===== config.mk =====
export PLATFORM = sky130hd
export DESIGN_NAME = irq_edge_ctrl
export DESIGN_NICKNAME = d
export VERILOG_FILES = /design/src/rtl/irq_pkg.sv /design/src/rtl/irq_rst_sync.sv /design/src/rtl/irq_sync_bank.sv /design/src/rtl/irq_edge_det.sv /design/src/rtl/irq_pend_reg.sv /design/src/rtl/irq_edge_ctrl.sv
export SDC_FILE = /design/constraint.sdc
export NUM_CORES = 1
export LEC_CHECK = 0
export CORE_ASPECT_RATIO = 0.7
export CORE_MARGIN = 4
export CORE_UTILIZATION = 48
export CTS_CLUSTER_DIAMETER = 200
export DETAILED_ROUTE_END_ITERATION = 10
export GPL_ROUTABILITY_DRIVEN = 0
export PLACE_DENSITY = 0.84
export SLEW_MARGIN = 20
export SYNTH_ARGS = -nofsm -noshare
export SYNTH_HDL_FRONTEND = slang
export SYNTH_SLANG_ARGS = --single-unit

===== constraint.sdc =====
create_clock -name clk -period 8.01 [get_ports clk]
set_input_delay 1.2015 -clock clk [delete_from_list [all_inputs] [get_ports clk]]
set_output_delay 1.2015 -clock clk [all_outputs]
set_load 0.02 [all_outputs]

===== src/rtl/irq_pkg.sv =====
package irq_pkg;
  typedef enum logic [1:0] {
    EDGE_NONE = 2'b00,
    EDGE_RISE = 2'b01,
    EDGE_FALL = 2'b10,
    EDGE_BOTH = 2'b11
  } edge_sel_e;

  localparam int unsigned MIN_SYNC_STAGES = 2;
endpackage


===== src/rtl/irq_rst_sync.sv =====
module irq_rst_sync #(
  parameter int unsigned STAGES = 2
) (
  input  logic clk,
  input  logic rst_n,
  output logic rst_n_sync
);
  logic [STAGES-1:0] chain_q;
  logic [STAGES-1:0] chain_d;

  always_comb begin
    chain_d = {chain_q[STAGES-2:0], 1'b1};
  end

  always_ff @(posedge clk or negedge rst_n) begin
    if (!rst_n) chain_q <= '0;
    else        chain_q <= chain_d;
  end

  assign rst_n_sync = chain_q[STAGES-1];
endmodule


===== src/rtl/irq_sync_bank.sv =====
module irq_sync_bank #(
  parameter int unsigned NUM_SRC = 16,
  parameter int unsigned STAGES  = 2
) (
  input  logic               clk,
  input  logic               rst_n,
  input  logic [NUM_SRC-1:0] async_in,
  output logic [NUM_SRC-1:0] sync_out
);
  logic [NUM_SRC-1:0] stage_q [STAGES];

  generate
    for (genvar s = 0; s < STAGES; s++) begin : g_stage
      logic [NUM_SRC-1:0] stage_d;
      if (s == 0) begin : g_first
        always_comb stage_d = async_in;
      end else begin : g_next
        always_comb stage_d = stage_q[s-1];
      end
      always_ff @(posedge clk or negedge rst_n) begin
        if (!rst_n) stage_q[s] <= '0;
        else        stage_q[s] <= stage_d;
      end
    end
  endgenerate

  assign sync_out = stage_q[STAGES-1];
endmodule


===== src/rtl/irq_edge_det.sv =====
module irq_edge_det
  import irq_pkg::*;
#(
  parameter int unsigned NUM_SRC = 16
) (
  input  logic               clk,
  input  logic               rst_n,
  input  logic [NUM_SRC-1:0] level_in,
  input  logic [NUM_SRC-1:0] rise_mask,
  input  logic [NUM_SRC-1:0] fall_mask,
  output logic [NUM_SRC-1:0] event_out
);
  logic [NUM_SRC-1:0] prev_q;

  always_ff @(posedge clk or negedge rst_n) begin
    if (!rst_n) prev_q <= '0;
    else        prev_q <= level_in;
  end

  generate
    for (genvar i = 0; i < NUM_SRC; i++) begin : g_src
      edge_sel_e sel;
      logic      went_up;
      logic      went_down;
      always_comb begin
        sel       = edge_sel_e'({fall_mask[i], rise_mask[i]});
        went_up   = level_in[i] & ~prev_q[i];
        went_down = ~level_in[i] & prev_q[i];
        unique case (sel)
          EDGE_RISE: event_out[i] = went_up;
          EDGE_FALL: event_out[i] = went_down;
          EDGE_BOTH: event_out[i] = went_up | went_down;
          default:   event_out[i] = 1'b0;
        endcase
      end
    end
  endgenerate
endmodule


===== src/rtl/irq_pend_reg.sv =====
module irq_pend_reg #(
  parameter int unsigned NUM_SRC = 16
) (
  input  logic               clk,
  input  logic               rst_n,
  input  logic [NUM_SRC-1:0] set_vec,
  input  logic               clr_en,
  input  logic [NUM_SRC-1:0] clr_vec,
  output logic [NUM_SRC-1:0] pend_q
);
  logic [NUM_SRC-1:0] clr_eff;
  logic [NUM_SRC-1:0] pend_d;
  logic               upd_en;

  always_comb begin
    clr_eff = clr_en ? clr_vec : '0;
    upd_en  = clr_en | (|set_vec);
    // set takes priority over clear on the same edge
    pend_d  = (pend_q & ~clr_eff) | set_vec;
  end

  always_ff @(posedge clk or negedge rst_n) begin
    if (!rst_n)      pend_q <= '0;
    else if (upd_en) pend_q <= pend_d;
  end
endmodule


===== src/rtl/irq_edge_ctrl.sv =====
module irq_edge_ctrl
  import irq_pkg::*;
#(
  parameter int unsigned NUM_SRC     = 16,
  parameter int unsigned SYNC_STAGES = 2
) (
  input  logic               clk,
  input  logic               rst_n,
  input  logic [NUM_SRC-1:0] src_in,
  input  logic               rise_we,
  input  logic [NUM_SRC-1:0] rise_wdata,
  input  logic               fall_we,
  input  logic [NUM_SRC-1:0] fall_wdata,
  input  logic               clr_we,
  input  logic [NUM_SRC-1:0] clr_wdata,
  output logic [NUM_SRC-1:0] pend_rdata,
  output logic               irq
);
  localparam int unsigned SYNC_N =
    (SYNC_STAGES < MIN_SYNC_STAGES) ? MIN_SYNC_STAGES : SYNC_STAGES;

  logic               rst_n_int;
  logic [NUM_SRC-1:0] rise_q, rise_d;
  logic [NUM_SRC-1:0] fall_q, fall_d;
  logic [NUM_SRC-1:0] src_sync;
  logic [NUM_SRC-1:0] evt;
  logic [NUM_SRC-1:0] pend_q;

  irq_rst_sync #(.STAGES(2)) i_rst_sync (
    .clk(clk), .rst_n(rst_n), .rst_n_sync(rst_n_int)
  );

  always_comb begin
    rise_d = rise_wdata;
    fall_d = fall_wdata;
  end

  always_ff @(posedge clk or negedge rst_n_int) begin
    if (!rst_n_int)   rise_q <= '0;
    else if (rise_we) rise_q <= rise_d;
  end

  always_ff @(posedge clk or negedge rst_n_int) begin
    if (!rst_n_int)   fall_q <= '0;
    else if (fall_we) fall_q <= fall_d;
  end

  irq_sync_bank #(.NUM_SRC(NUM_SRC), .STAGES(SYNC_N)) i_sync (
    .clk(clk), .rst_n(rst_n_int), .async_in(src_in), .sync_out(src_sync)
  );

  irq_edge_det #(.NUM_SRC(NUM_SRC)) i_edge (
    .clk(clk), .rst_n(rst_n_int), .level_in(src_sync),
    .rise_mask(rise_q), .fall_mask(fall_q), .event_out(evt)
  );

  irq_pend_reg #(.NUM_SRC(NUM_SRC)) i_pend (
    .clk(clk), .rst_n(rst_n_int), .set_vec(evt),
    .clr_en(clr_we), .clr_vec(clr_wdata), .pend_q(pend_q)
  );

  assign pend_rdata = pend_q;
  assign irq        = |pend_q;
endmodule


## Word-level counts from Yosys, hierarchy flattened

Cells that the tools add are included.

- Input port bits: 69
- Logic and storage cells: 158
- Register bits: 98

- Equal/unequal tests: 48
- Reductions and logical operators: 2
- Bitwise logic cells: 84
- Mux-type cells: 17

Operators by type and width:

| kind | count |
|---|---|
| $eq 2x2->1 const B | 32 |
| $pmux 1 s3 | 16 |
| $and 1x1->1 | 32 |
| $eq 2x1->1 const B | 16 |
| $not 1->1 | 32 |
| $reduce_or 16->1 | 2 |
| $or 1x1->1 | 17 |
| $and 16x16->16 | 1 |
| $mux 16 | 1 |
| $not 16->16 | 1 |
| $or 16x16->16 | 1 |

## Depth between registers and ports, before layout

- Depth in word-level cells: 6
- Gate-level depth with buffers: 5
- Depth with buffers taken out: 5

## Modules after synthesis

Synthesis repeated with hierarchy kept, for this count alone.

- Cells, all modules: 317
- Area total of the unflattened synthesis: 4131.5 µm²

By module, submodules not included:

| module | area each (µm²) | seq. area each (µm²) | instances | cells each |
|---|---|---|---|---|
| irq_edge_det | 1335.0 | 400.4 | 1 | 159 |
| irq_edge_ctrl | 1330.0 | 800.8 | 1 | 73 |
| irq_sync_bank | 800.8 | 800.8 | 1 | 32 |
| irq_pend_reg | 611.8 | 400.4 | 1 | 50 |
| irq_rst_sync | 53.8 | 50.0 | 1 | 3 |

## Worst setup path before layout

OpenSTA, ideal clock, no wires.

- Path kind: reg-to-output
- Start point: register i_pend.pend_q[2]
- End point: output port irq
- Data arrival time: 0.989 ns
- Buffers on the path: 0
- Path slack: 5.820 ns
- Stages on the path, launching flop included: 3
- Cell sequence: dfrtp_1 nor4_1 nand4_1

- Cells in the longest elaborated chain, start to end: 1

Ends and longest elaborated chain:

| what | line | RTL |
|---|---|---|
| start, declared | irq_pend_reg.sv:9 | `output logic [NUM_SRC-1:0] pend_q` |
| start signal, assigned | irq_pend_reg.sv:24 | `else if (upd_en) pend_q <= pend_d;` |
| $reduce_or 16->1 | irq_edge_ctrl.sv:63 | `assign irq = \|pend_q;` |
| end, declared | irq_edge_ctrl.sv:17 | `output logic irq` |

Every way passes these cells.

## Final worst setup path

Same ends and word-level chain as after synthesis.

==> metrics.yaml <==
outcome: "completed"
via_count: 2500
hold_class: "flip-flop to async pin"
p_int_mw: 0.933
setup_tns_ns: 0
fp.dieArea_um2: 9880
synth_xor_area_frac: 0
grt_pass1_vias: 2749
cts_buffers: 9
num-nets-final: 494
total_power_mw: 1.22
fin_cells: 498
worstSetupPathType: "flip-flop to output pin"
overflow: 0
setup_viol: 0
switching_power_mw: 0.291
clockBufferDepth: 2
grt_max_degree: 88
required_ns: 6.81
clock-sinks: 98
drt-total-wl_um: 8130
design_area_um2: 5230
worstSetupStartpointType: "flip-flop"
synth_seq_area_share: 0.613
drt-vias-per-instance: 5.02
crit_arrival_ns: 1.88
grt_pass1_wl_um: 13400
final_cell_mix: "dfrtp_1 (97), clkdlybuf4s50_1 (85), inv_1 (45)"
grtUsageTotal: 0.181
seqPwrFrac: 0.477
dpl-instance-area_um2: 4900
max_slew.worst_pin.slew_ns: 0.906
crit_slowest_cell: "clkdlybuf4s50_1"
syn_area_um2: 4000
grt_setup_unrepaired: "no"
hold_viol: 0
critical_path.endpoint_type: "output pin"
synth_compound_area_frac: 0.0438
clockRootBuffer: "clkbuf_16"
fillers: 597
fin_crit_sh: 0.385
htreeDepth: 3
ios: 86
syn_nets: 403
synthSimpleGateAreaFrac: 0.0557
antenna_found_initial: 0
swShare: 0.238
port_buffers: 85
cts_setup_buffers: 0
cts_tree: "done"
drive_gt1_frac: 0.123
cts_resized: 0
coreArea_um2: 7970
maxCapViolations: 0
power.density_nw_per_um2: 234
crit_path_cell_trace: "nor4_1 > nand4_1 > clkdlybuf4s50_1"
relSlewSlack: 0.394
area_growth_pct: 30.9
avgSynthCellArea_um2: 13.2
drc: 0
synth-edff-count: 0
dr.first_iter.drc_count: 144
synth_cell_type_count: 15
multiInputGateArea_um2: 1290
synth_mux_area_frac: 0.123
seqCellArea_um2: 2460
max_stage_delay_ns: 0.59
synth_cells: 302
final_common_cell: "dfrtp_1"
synth_warnings: 0
ir_drop_mv: 0.171
period_needed_ns: 3.08
p_leak_nw: 2.44
firstDrtPassIters: 4
clk_pin_slew_ns: 0.06
fmax_ghz: 0.325
combPwrFrac: 0.145
finClkSkew_ns: 0.00499
crit_path_max_fanout: 3
drv_slew: 0
wl_per_cell_um: 16.3
clkPwrFrac: 0.378
postCtsHoldBufs: 0
die-width_um: 117
cp_num_buf_inv: 1
yosys.area_share.adder: 0.100
place_inst: 483
ys_seq_elements: 98
n_antenna_cell: 0
synthArstFlopShare: 1.00
drtAntennaViolNets: 0
synth_top_family_by_area: "multiplexers"
ys.flop_type: "dfrtp_1"
rows: 27
critical-path-top-delay-family: "buffers and inverters"
initial_core_util: 0.501
die_h_um: 84.4
clk-insertion-delay-late_ns: 0.34
dp_hpwl_um: 5910
-- layout make-up --
cell class	instances	area share
repair buffers	86	0.165
clock inverters	4	0.0143
flip-flops and latches	98	0.469
multi-input cells	153	0.247
clock buffers	11	0.0483
inverters	45	0.0323
well taps	101	0.0241
-- synth_stat cells (2+ instances only) --
cell type  instances  share of area
nor4_1             4         0.0063
mux2i_1           13          0.033
a221o_1           16          0.040
dfrtp_1           98           0.61
inv_1             45          0.042
buf_8              2         0.0075
ha_1              32           0.10
buf_6              3         0.0085
mux2_2            32          0.090
nor2_1            19          0.018
a21oi_1            3         0.0038
nand2_1           32          0.030
-- power groups by stage --
stage                     clock network (mW)  registers, mW  logic (mW)
final                                  0.463          0.584       0.177
after global placement                     0          0.588       0.174
after floorplan                            0          0.608      0.0654
after detailed placement                   0          0.593       0.179
after CTS                              0.475          0.585       0.180
after global routing                   0.499          0.591       0.192
-- metal layers --
metal / wire [µm] / vias to the layer above / global-route usage
li1: - / 1175 / -
met1: 3550 / 1257 / 0.225
met3: 424 / 12 / 0.0584
met2: 4040 / 56 / 0.297
met4: 114 / 0 / 0.0625
met5: 0 / - / 0
-- logic make-up (layout without fill, tap and decap cells) --
logic type / count (synthesis) / count (layout)
simple gates: 56 / 56
mux: 45 / 45
compound gates: 19 / 19
fa+ha+maj: 32 / 32
buf+inv: 51 / 146
other cells: 1 / 1
flops: 98 / 98
-- path summary, 6_finish.rpt --
kind / start / to / slack (ns) / cells after the start
setup / recovery: i_pend.pend_q[2] / irq / 4.93 / 3
hold / removal: i_rst_sync.chain_q[1] / fall_q[7] / 0.14 / 0
max in group asynchronous: rst_n / i_rst_sync.chain_q[1] / 6.85 / 1
setup reg to reg: i_sync.sync_out[8] / i_pend.pend_q[8] / 6.77 / 3
min in group clk: i_sync.g_stage[1].stage_d[7] / i_sync.sync_out[7] / 0.35 / 0
hold reg to reg: i_rst_sync.chain_q[1] / fall_q[7] / 0.14 / 0
-- sequential cells by signal, summed over array words and instances, names as in the netlist --
signal and count:
i_sync.g_stage.stage_d 16, i_rst_sync.chain_q 2, fall_q 16, i_edge.prev_q 16, rise_q 16, i_sync.sync_out 16, i_pend.pend_q 16
-- metrics by stage --
stage,util,hold slack (ns),worst slack (ns)
finish,0.656,0.142,4.93
floorplan,-,0.331,5.08
global route,0.656,0.159,4.84
CTS,0.656,0.146,4.87
detailed placement,0.615,0.146,5.15
global placement,0.615,0.139,5.21
No activity file was read; power rests on OpenSTA's default activity.
